### config.mk
export PLATFORM = sky130hd
export DESIGN_NAME = gpio_sb_port
export DESIGN_NICKNAME = d
export VERILOG_FILES = /design/src/rtl/gpio_sb_pkg.sv /design/src/rtl/gpio_sb_regs.sv /design/src/rtl/gpio_sb_sync.sv /design/src/rtl/gpio_sb_pinctl.sv /design/src/rtl/gpio_sb_port.sv
export SDC_FILE = /design/constraint.sdc
export NUM_CORES = 1
export LEC_CHECK = 0
export BUFFER_PORTS_ARGS = -buffer_cell sky130_fd_sc_hd__buf_2
export CELL_PAD_IN_SITES_DETAIL_PLACEMENT = 2
export CELL_PAD_IN_SITES_GLOBAL_PLACEMENT = 2
export CORE_MARGIN = 2
export CORE_UTILIZATION = 28
export DETAILED_ROUTE_END_ITERATION = 6
export GPL_TIMING_DRIVEN = 0
export PLACE_DENSITY_LB_ADDON = 0.1
export SLEW_MARGIN = 10
export SYNTH_ARGS = -nofsm -noshare
export SYNTH_HDL_FRONTEND = slang
export SYNTH_SLANG_ARGS = --single-unit
### constraint.sdc
create_clock -name clk -period 1.1 [get_ports clk]
set_input_delay 0.165 -clock clk [delete_from_list [all_inputs] [get_ports clk]]
set_output_delay 0.165 -clock clk [all_outputs]
set_load 0.005 [all_outputs]
### src/rtl/gpio_sb_pkg.sv
package gpio_sb_pkg;
   typedef enum logic [1:0] {
      RA_DATA = 2'd0,
      RA_DIR  = 2'd1,
      RA_PULL = 2'd2,
      RA_DSEL = 2'd3
   } reg_addr_e;
endpackage

### src/rtl/gpio_sb_regs.sv
module gpio_sb_regs #(
   parameter int WIDTH = 8
) (
   input  logic             clk,
   input  logic             rst_n,
   input  logic             we,
   input  logic [1:0]       addr,
   input  logic [WIDTH-1:0] wdata,
   output logic [WIDTH-1:0] data_q,
   output logic [WIDTH-1:0] dir_q,
   output logic [WIDTH-1:0] pull_q,
   output logic [WIDTH-1:0] dsel_q
);
   import gpio_sb_pkg::*;

   always_ff @(posedge clk or negedge rst_n) begin
      if (!rst_n) begin
         data_q <= '0;
         dir_q  <= '0;
         pull_q <= '0;
         dsel_q <= '0;
      end else if (we) begin
         case (reg_addr_e'(addr))
            RA_DATA: data_q <= wdata;
            RA_DIR:  dir_q  <= wdata;
            RA_PULL: pull_q <= wdata;
            default: dsel_q <= wdata;
         endcase
      end
   end
endmodule

### src/rtl/gpio_sb_sync.sv
module gpio_sb_sync #(
   parameter int WIDTH  = 8,
   parameter int STAGES = 2
) (
   input  logic             clk,
   input  logic             rst_n,
   input  logic [WIDTH-1:0] d,
   output logic [WIDTH-1:0] q
);
   logic [STAGES-1:0][WIDTH-1:0] stage_q;

   always_ff @(posedge clk or negedge rst_n) begin
      if (!rst_n) begin
         stage_q <= '0;
      end else begin
         stage_q[0] <= d;
         for (int s = 1; s < STAGES; s++) stage_q[s] <= stage_q[s-1];
      end
   end

   assign q = stage_q[STAGES-1];
endmodule

### src/rtl/gpio_sb_pinctl.sv
module gpio_sb_pinctl #(
   parameter int WIDTH        = 8,
   parameter bit HOLD_IN_STBY = 1'b1
) (
   input  logic             clk,
   input  logic             rst_n,
   input  logic             stby_req,
   input  logic             stby_iso,
   input  logic [WIDTH-1:0] data_q,
   input  logic [WIDTH-1:0] dir_q,
   input  logic [WIDTH-1:0] pull_q,
   input  logic [WIDTH-1:0] dsel_q,
   input  logic [WIDTH-1:0] irq_en,
   input  logic [WIDTH-1:0] per_oe,
   input  logic [WIDTH-1:0] per_do,
   input  logic [WIDTH-1:0] sync_q,
   output logic [WIDTH-1:0] pad_oe,
   output logic [WIDTH-1:0] pad_out,
   output logic [WIDTH-1:0] pad_pu,
   output logic [WIDTH-1:0] pad_ie,
   output logic [WIDTH-1:0] pin_in,
   output logic [WIDTH-1:0] extint_in
);
   logic             isolate;
   logic [WIDTH-1:0] eff_oe, eff_do;
   logic [WIDTH-1:0] live_oe, live_do;

   assign isolate = stby_req & stby_iso;

   // Standby-without-isolation variant: keep the drive state from entry.
   generate
      if (HOLD_IN_STBY) begin : g_hold
         logic [WIDTH-1:0] hold_oe, hold_do;
         always_ff @(posedge clk or negedge rst_n) begin
            if (!rst_n) begin
               hold_oe <= '0;
               hold_do <= '0;
            end else if (!stby_req) begin
               hold_oe <= eff_oe;
               hold_do <= eff_do;
            end
         end
         assign live_oe = stby_req ? hold_oe : eff_oe;
         assign live_do = stby_req ? hold_do : eff_do;
      end else begin : g_pass
         assign live_oe = eff_oe;
         assign live_do = eff_do;
      end
   endgenerate

   generate
      for (genvar i = 0; i < WIDTH; i++) begin : g_pin
         logic digital;
         logic dig_en;
         assign digital      = dir_q[i] | dsel_q[i];
         assign eff_oe[i]    = per_oe[i] | dir_q[i];
         assign eff_do[i]    = per_oe[i] ? per_do[i] : data_q[i];
         assign pad_oe[i]    = ~isolate & live_oe[i];
         assign pad_out[i]   = ~isolate & live_do[i];
         assign pad_pu[i]    = pull_q[i] & ~pad_oe[i] & digital & ~isolate;
         assign pad_ie[i]    = isolate ? irq_en[i] : (digital | irq_en[i]);
         assign dig_en       = isolate ? irq_en[i] : digital;
         assign pin_in[i]    = sync_q[i] & dig_en;
         assign extint_in[i] = sync_q[i] & pad_ie[i];
      end
   endgenerate
endmodule

### src/rtl/gpio_sb_port.sv
module gpio_sb_port #(
   parameter int WIDTH        = 8,
   parameter int SYNC_STAGES  = 2,
   parameter bit HOLD_IN_STBY = 1'b1
) (
   input  logic             clk,
   input  logic             rst_n,
   input  logic             bus_we,
   input  logic [1:0]       bus_addr,
   input  logic [WIDTH-1:0] bus_wdata,
   output logic [WIDTH-1:0] bus_rdata,
   input  logic             stby_req,
   input  logic             stby_iso,
   input  logic [WIDTH-1:0] irq_en,
   input  logic [WIDTH-1:0] per_oe,
   input  logic [WIDTH-1:0] per_do,
   input  logic [WIDTH-1:0] pad_in,
   output logic [WIDTH-1:0] pad_oe,
   output logic [WIDTH-1:0] pad_out,
   output logic [WIDTH-1:0] pad_pu,
   output logic [WIDTH-1:0] pad_ie,
   output logic [WIDTH-1:0] pin_in,
   output logic [WIDTH-1:0] extint_in
);
   import gpio_sb_pkg::*;

   generate
      if (WIDTH < 1 || WIDTH > 32) begin : g_bad_width
         $error("gpio_sb_port: WIDTH must lie in 1..32");
      end
      if (SYNC_STAGES < 2) begin : g_bad_sync
         $error("gpio_sb_port: SYNC_STAGES must be at least 2");
      end
   endgenerate

   logic [WIDTH-1:0] data_q, dir_q, pull_q, dsel_q, sync_q;

   gpio_sb_regs #(.WIDTH(WIDTH)) u_regs (
      .clk    (clk),
      .rst_n  (rst_n),
      .we     (bus_we),
      .addr   (bus_addr),
      .wdata  (bus_wdata),
      .data_q (data_q),
      .dir_q  (dir_q),
      .pull_q (pull_q),
      .dsel_q (dsel_q)
   );

   gpio_sb_sync #(.WIDTH(WIDTH), .STAGES(SYNC_STAGES)) u_sync (
      .clk   (clk),
      .rst_n (rst_n),
      .d     (pad_in),
      .q     (sync_q)
   );

   gpio_sb_pinctl #(.WIDTH(WIDTH), .HOLD_IN_STBY(HOLD_IN_STBY)) u_pins (
      .clk       (clk),
      .rst_n     (rst_n),
      .stby_req  (stby_req),
      .stby_iso  (stby_iso),
      .data_q    (data_q),
      .dir_q     (dir_q),
      .pull_q    (pull_q),
      .dsel_q    (dsel_q),
      .irq_en    (irq_en),
      .per_oe    (per_oe),
      .per_do    (per_do),
      .sync_q    (sync_q),
      .pad_oe    (pad_oe),
      .pad_out   (pad_out),
      .pad_pu    (pad_pu),
      .pad_ie    (pad_ie),
      .pin_in    (pin_in),
      .extint_in (extint_in)
   );

   always_comb begin
      case (reg_addr_e'(bus_addr))
         RA_DATA: bus_rdata = (dir_q & data_q) | (~dir_q & pin_in);
         RA_DIR:  bus_rdata = dir_q;
         RA_PULL: bus_rdata = pull_q;
         default: bus_rdata = dsel_q;
      endcase
   end
endmodule

-- Yosys cells after proc, flatten, opt, wreduce, memory -nomap -nowiden
Index checks and enable logic that the tools add are counted.
- flip-flop bits (word level): 64
- input bits: 47
- output and inout port bits: 56
- logic and storage cells: 138
- reductions and logical operators: 6
- equality and inequality tests: 2
- bitwise gates (word level): 95
- multiplexer cells: 27
- operators by type and width (kind ; count):
    1-bit bitwise AND ; 57
    1-bit 2-to-1 mux ; 24
    1-bit OR ; 24
    8-bit one-hot mux with 3 select lines ; 1
    8-bit bitwise AND ; 2
    8-bit 2-to-1 mux ; 2
    1-bit inverter ; 10
    8-bit inverter ; 1
    8-bit OR ; 1
    2-bit AND reduction ; 4
    3-bit OR reduction ; 1
    2-bit by 1-bit == test with 1-bit output, second input constant ; 1
    2-bit == test, second input constant ; 1
    2-bit zero test ; 1

-- Longest topological paths before layout
Gate-level depths: netlist of run 1.
- depth after elaboration: 7
- mapped depth: 6
- mapped depth without buffers: 3

-- By module
Synthesis of run 1 repeated with hierarchy kept, for this count alone.
- cell total of the unflattened synthesis: 310
- area, all modules: 3649.8 um2
- modules (own cells, without submodules) (module ; area each (um2) ; sequential area each (um2) ; cells each ; times used):
    gpio_sb_pinctl ; 1590.3 ; 400.4 ; 165 ; 1
    gpio_sb_regs ; 1212.4 ; 800.8 ; 68 ; 1
    gpio_sb_sync ; 460.4 ; 400.4 ; 24 ; 1
    gpio_sb_port ; 386.6 ; 0.0 ; 53 ; 1

-- Worst setup path after synthesis of run 1
Ideal clock, no wire load.
- path kind: input -> output
- start point: input port stby_req
- end point: output port pad_pu[5]
- slack: -0.014 ns
- arrival: 0.949 ns
- cell stages on the path: 6
- data required time: 0.935 ns
- path buffers: 3
- cell sequence: buf_6 > and2_1 > buf_6 > buf_6 > nor2_4 > and3_1
- cells in the longest elaborated chain, start to end: 7
- elaborated cells between the ends (all ways): 8
- classes of those cells: mux: 1; bitwise: 7
- RTL lines (item ; line ; source):
    start, declared ; gpio_sb_port.sv:12 ; input logic stby_req,
    1-bit bitwise AND ; gpio_sb_pinctl.sv:28 ; assign isolate = stby_req & stby_iso;
    1-bit inverter ; gpio_sb_pinctl.sv:58, gpio_sb_pinctl.sv:60 ;
    1-bit bitwise AND ; gpio_sb_pinctl.sv:58 ; assign pad_oe[i] = ~isolate & live_oe[i];
    1-bit inverter ; gpio_sb_pinctl.sv:60 ; assign pad_pu[i] = pull_q[i] & ~pad_oe[i] & digital & ~isolate;
    1-bit bitwise AND (2 in series) ; gpio_sb_pinctl.sv:60 ;
    1-bit bitwise AND (*) ; gpio_sb_pinctl.sv:60 ;
    end, declared ; gpio_sb_port.sv:20 ; output logic [WIDTH-1:0] pad_pu,
Every way passes the cells marked *; elsewhere a longest branch is shown, timed or not.

-- Final worst setup path of run 1
- start point: register u_regs.dir_q[3]
- end point: output port bus_rdata[3]
- cells in the longest elaborated chain, start to end: 6
- elaborated cells between the ends (all ways): 8
- classes of those cells: mux: 2; bitwise: 6
- RTL lines (item ; line ; source):
    start, declared ; gpio_sb_regs.sv:10 ; output logic [WIDTH-1:0] dir_q,
    start signal, assigned ; gpio_sb_regs.sv:25 ; RA_DIR: dir_q <= wdata;
    1-bit OR ; gpio_sb_pinctl.sv:55 ; assign digital = dir_q[i] | dsel_q[i];
    1-bit 2-to-1 mux ; gpio_sb_pinctl.sv:62 ; assign dig_en = isolate ? irq_en[i] : digital;
    1-bit bitwise AND ; gpio_sb_pinctl.sv:63 ; assign pin_in[i] = sync_q[i] & dig_en;
    8-bit bitwise AND ; gpio_sb_port.sv:80 ; RA_DATA: bus_rdata = (dir_q & data_q) | (~dir_q & pin_in);
    8-bit OR ; gpio_sb_port.sv:80 ;
    8-bit one-hot mux with 3 select lines (*) ; gpio_sb_port.sv:79 ; case (reg_addr_e'(bus_addr))
    end, declared ; gpio_sb_port.sv:11 ; output logic [WIDTH-1:0] bus_rdata,
Marks and branches as above.

==> results.md, run 1 <==
* Total wire length at 13300 microns
* Yosys warns at 0
* Maximum clock rate at 612 MHz
* Met2 WL at 6860 microns
* Die H at 113 microns
* Sequential cell area fraction in the yosys report at 48.5%
* Rel. slew slack at 57.6%
* CTS max path bufs at 2
* Failing checks: negative setup slack
* Top-count cell post-synth: dfrtp_1
* Antenna violations before repair at 0
* Reg clk slew, reported paths at 0.06 ns
* Path depth of the worst reg2reg path at 6
* Syn Inst Count at 314
* Clock Skew at 0.00634 ns
* Setup WS post-layout at -0.533 ns
* Via density at 5.03
* Worst Hold Class: in -> reg
* Top-area cell type share of the netlist area at 48.5%
* Pre-CTS setup slack at -0.552 ns
* Antenna diodes at 0
* Number of cell rows at 39
* Initial DRC count at 74
* I/O Buffers at 101
* Leak at 2.49 nW
* Cell area power density at 1630 nW/um^2
* Met3 WL at 356 microns
* Top FF cell, synth: dfrtp_1
* Final Util at 45.9%
* Htree depth at 3
* Worst setup EP type: primary output
* Wire per inst at 21.2 microns
* CTS tree: yes
* Max IR drop VDD at 0.620 mV
* DRC at 0
* Pin slew with the least headroom to its limit at 0.635 ns
* Number of synthesized flops with an enable pin at 0
* Worst-Skew Late Latency at 0.34 ns
* Hold Crit Depth at 2
* TritonCTS Buffers at 9
* Top sig layer: met4
* Num ports at 103
* Leading area contributor after synthesis: dfrtp_1
* Largest net degree at the start of global routing at 48
* Worst path bufs/invs at 1
* Root Buffer: clkbuf_16
* Final setup vio count at 58
* Syn Area/Cell at 10.5 sq um
* Ys async rst share at 100%
* Final hold vios at 0
* Status: finished, violations left
* GRT Util Overall at 20.8%
* CP max stage delay at 0.42 ns
* Critical path launch point type: flop
* HPWL Detailed at 8250 microns
* Period minus WS final at 1.63 ns
* Netlist cell types at 30
* Cell Chain, Critical Path: o21ai_2 -> a221oi_2 -> o22a_1 -> buf_2
* Vias in the first global route at 3462
* Final #Nets at 526
* DR vias at 3149
* Area delta synth->final at 59.5%
* Aggregate negative setup slack at -23.03 ns
* Synth Register Bits at 64
* Data arrival, critical path at 1.47 ns
* Synthesized Nets at 361
* Layout cell share with drive strength beyond 1 at 59.0%
* Synthesized area at 3300 sq um
* GR Overflow Total at 0
* Die X at 113 microns
* Drt pass-1 iters at 4
* RSZ-0062 raised after global routing: true
* Top delay family on crit path: compound AO/OA/AOI/OAI gates
* Fin. max-slew vios at 0
* Routability cong. at 0.739
* Core Area at 11500 sq um
* Antenna viol nets, final at 0
* Required @ worst endpoint at 0.94 ns
* CP max stage cell: dfrtp_1
* Max Cap Violations at 0
* Fin crit share at 148%
* Worst path depth at 4
* Leading post-synthesis cells by cell area: dfrtp_1, mux2_2, o21ai_0
* Clock Sinks at 64
* WS Path Type: reg -> out
* Global-route wire length before repair at 19900 microns
* Die area at 12700 sq um
* Top cells by count, synth: dfrtp_1, o21ai_0, mux2_2
* Met1 wire length at 5860 microns
* Initial Utilization at 28.8%
* CP Max Fanout at 3
## cell type report
class / count / area (sq um)
buffer: 17 / 141
clock buffer: 12 / 267
clock inverter: 3 / 40.0
fill: 1210 / 6200
inverter: 8 / 30.0
multi-input combinational: 224 / 1900
sequential: 64 / 1610
tap: 143 / 179
timing repair buffer: 155 / 1100
## layer usage
metal,global-route usage (%),vias to the layer above
met4,7.40,0
met3,2.70,14
met5,0,-
li1,-,1456
met2,35.4,69
met1,27.2,1610
## cell usage in the layout (no fill, tap or decap), drive strengths merged, types with 9 or more instances in the layout
cell type    netlist  final
clkbuf             2     14
dlygate4sd3        0      9
o21a              16     16
a21oi              9      9
nor2              32     32
dfrtp             64     64
nand2             17     17
mux2              32     32
and2              10     10
buf               16    161
o21ai             40     40
## kinds of logic (layout without fill, tap and decap cells)
family          Yosys count  after routing  share of synthesized area [%]
compound gates           89             89                           17.9
buf+inv                  26            195                           4.97
flops                    64             64                           48.5
mux                      40             40                           13.3
simple gates             95             95                           15.3
## path summary, 6_finish.rpt
check / start / end / slack, ns
setup / recovery: u_regs.dir_q[3] / bus_rdata[3] / -0.53
hold / removal: bus_wdata[0] / u_regs.pull_q[0] / 0.12
setup reg to reg: u_regs.dir_q[4] / u_pins.g_hold.hold_oe[4] / -0.06
hold reg to reg: u_sync.stage_q[1] / u_sync.q[1] / 0.35
max in group asynchronous: rst_n / u_regs.dir_q[6] / 0.30
min in group asynchronous: rst_n / u_pins.g_hold.hold_oe[2] / 0.25
## state kept, by name (all words and copies together), names as in the netlist
name                   cells
u_regs.dir_q               8
u_regs.data_q              8
u_sync.q                   8
u_regs.pull_q              8
u_pins.g_hold.hold_do      8
u_sync.stage_q             8
u_pins.g_hold.hold_oe      8
u_regs.dsel_q              8
## where the power goes
part	total [mW]	leakage (nW)	switching [mW]	internal [mW]
registers	3.03	0.751	0.336	2.70
logic	2.57	1.59	1.16	1.42
clock network	2.97	0.154	1.05	1.92
## stage by stage
step / cells / hold WS [ns] / power [mW] / cell area [sq um]
finish: 626 / 0.117 / 8.58 / 5270
global route: 626 / 0.125 / 9.01 / 5270
CTS: 622 / 0.112 / 8.39 / 5040
detailed placement: 559 / 0.0664 / 4.65 / 4030
global placement: 558 / 0.274 / 4.57 / 4000
floorplan: 314 / -0.131 / 3.86 / 3310
## timing repair
action	CTS	global route
hold buffers	9	0
hold endpoints to repair	25	0
buffers inserted	40	12
pin swaps	47	24
setup endpoints to repair	64	75
resized for setup	97	51
No activity file was read; power rests on OpenSTA's default activity.
==> run 2, diff against run 1 <==
SETUP_SLACK_MARGIN = 0.2   (was unset)
==> run 2 against run 1 <==
Against the previous run:
- the flow finishes with violations (negative hold slack, negative setup slack)
- first-iteration DRC count grew 24%
- critical endpoint is now bus_rdata[0]
- maximum frequency shrank 0.32%
- register-to-register slack lost 0.28 ns
- global-route usage grew 1.5 points
- via count grew 3.0%
- flip-flop and latch count is the same
- setup slack lost 0.0053 ns
- routed wire length grew 7.3%
- final cell count grew 2.7%
==> results.md, run 2 (same netlist as run 1, synthesis figures left out) <==
* Cell area after layout at 5700 sq um
* DR vias at 3245
* Max IR drop VDD at 0.702 mV
* DRC at 0
* Leak at 2.76 nW
* Die X at 113 microns
* Num ports at 103
* Routability cong. at 0.766
* Fill cells at 1147
* Clock Skew at 0.00268 ns
* Aggregate negative setup slack at -24.49 ns
* Antenna violations before repair at 0
* Antenna viol nets, final at 0
* Hold Buf Count CTS at 8
* Antenna diodes at 0
* Die area at 12700 sq um
* Final #Nets at 542
* Critical path launch point type: flop
* Failing checks: negative hold slack, negative setup slack
* Fin. max-slew vios at 0
* HPWL Detailed at 8440 microns
* Reg clk slew, reported paths at 0.05 ns
* Cell area power density at 1570 nW/um^2
* RSZ-0062 raised after global routing: true
* Drt pass-1 iters at 4
* Final setup vio count at 59
* GR Overflow Total at 0
* Die H at 113 microns
* Vias in the first global route at 3606
* I/O Buffers at 101
* WS Path Type: reg -> out
* Final Util at 49.7%
* Initial Utilization at 28.8%
* Cell Chain, Critical Path: o21ai_2 -> a221oi_2 -> o22a_1 -> buf_2
* Largest net degree at the start of global routing at 35
* CTS max path bufs at 2
* Max Cap Violations at 0
* Clock Sinks at 64
* Via density at 5.05
* Pre-CTS setup slack at -0.523 ns
* Fin crit share at 149%
* Placed inst area at 4240 sq um
* Root Buffer: clkbuf_16
* CP Max Fanout at 5
* Status: finished, violations left
* Initial DRC count at 92
* TritonCTS Buffers at 9
* Min Hold Slack at -0.224 ns
* Data arrival, critical path at 1.47 ns
* Htree depth at 3
* Core Area at 11500 sq um
* Number of cell rows at 39
* Most frequent cells in the layout: buf_2, dfrtp_1, buf_6
* CP max stage delay at 0.44 ns
* Area delta synth->final at 72.7%
* Global-route wire length before repair at 21400 microns
* GRT Util Overall at 22.4%
* Worst setup EP type: primary output
* Final hold vios at 30
* Wire per inst at 22.1 microns
* Period minus WS final at 1.64 ns
* Setup WS post-layout at -0.539 ns
* CP max stage cell: dfrtp_2
* Pin slew with the least headroom to its limit at 0.618 ns
* Layout cell share with drive strength beyond 1 at 60.4%
* Worst Hold Class: in -> async
* Worst-Skew Late Latency at 0.33 ns
* Commonest non-fill, non-tap cell in the layout: buf_2
* Required @ worst endpoint at 0.94 ns
* Maximum clock rate at 610 MHz
* Total wire length at 14200 microns
* CTS tree: yes
* Rel. slew slack at 58.8%
[run 2: cell count changes in the layout (fill, tap and decap cells not counted), moves of 4 or more]
cell,previous run,this run
buf_4,22,18
mux2_2,32,1
mux2_4,0,31
buf_12,1,8
buf_6,35,54
buf_2,100,91
[run 2: final timing paths]
kind	from	endpoint	slack [ns]	depth (start not counted)
setup / recovery	u_regs.dir_q[0]	bus_rdata[0]	-0.54	4
min in group clk	bus_wdata[3]	u_regs.dir_q[3]	0.13	2
hold / removal	rst_n	u_pins.g_hold.hold_oe[0]	-0.22	1
hold reg to reg	u_sync.stage_q[1]	u_sync.q[1]	0.35	0
max in group asynchronous	rst_n	u_regs.data_q[0]	0.77	2
setup reg to reg	u_regs.data_q[4]	u_pins.g_hold.hold_do[4]	-0.34	8
[run 2: through the flow]
stage	total power [mW]	hold WS (ns)	std cells
2_1_floorplan	4.08	-0.131	314
3_3_place_gp	4.81	0.274	558
3_5_place_dp	4.89	0.137	559
4_1_cts	8.65	-0.208	632
5_1_grt	9.39	-0.188	643
6_report	8.96	-0.224	643
[run 2: layout make-up]
cell class | count | area (sq um) | share of cell area, %
multi-input cells | 224 | 2010 | 35.3
clock inverters | 3 | 40.0 | 0.702
flip-flops and latches | 64 | 1610 | 28.2
well taps | 143 | 179 | 3.14
inverters | 8 | 30.0 | 0.527
repair buffers | 170 | 1370 | 24.1
clock buffers | 13 | 260 | 4.57
plain buffers | 18 | 196 | 3.45
[run 2: where the power goes]
| part | switching (mW) | total [mW] | internal [mW] |
|---|---|---|---|
| Clock | 1.04 | 2.92 | 1.87 |
| Sequential | 0.358 | 3.06 | 2.70 |
| Combinational | 1.26 | 2.99 | 1.73 |
[run 2: repair_timing]
| action | 4_1_cts | 5_1_grt |
|---|---|---|
| endpoints found under the hold margin | 38 | 30 |
| cloned | 2 | 0 |
| pin swaps | 47 | 24 |
| setup endpoints to repair | 93 | 99 |
| gates resized for setup | 103 | 44 |
| buffers inserted | 47 | 11 |
[run 2: critical path, delay by kind of cell, from the launching register on]
kind,cells,cell delay [ns]
AO/OA/AOI/OAI,3,0.59
flip-flops,1,0.44
buffers and inverters,1,0.11
[run 2: routing by layer]
layer  wire, microns  GRT usage, %  part of all wire, %
met1            6500          30.3                   46
met2            7120          37.4                   50
met3             475          2.48                  3.3
met4             126          7.15                 0.89
met5               0             0                    0
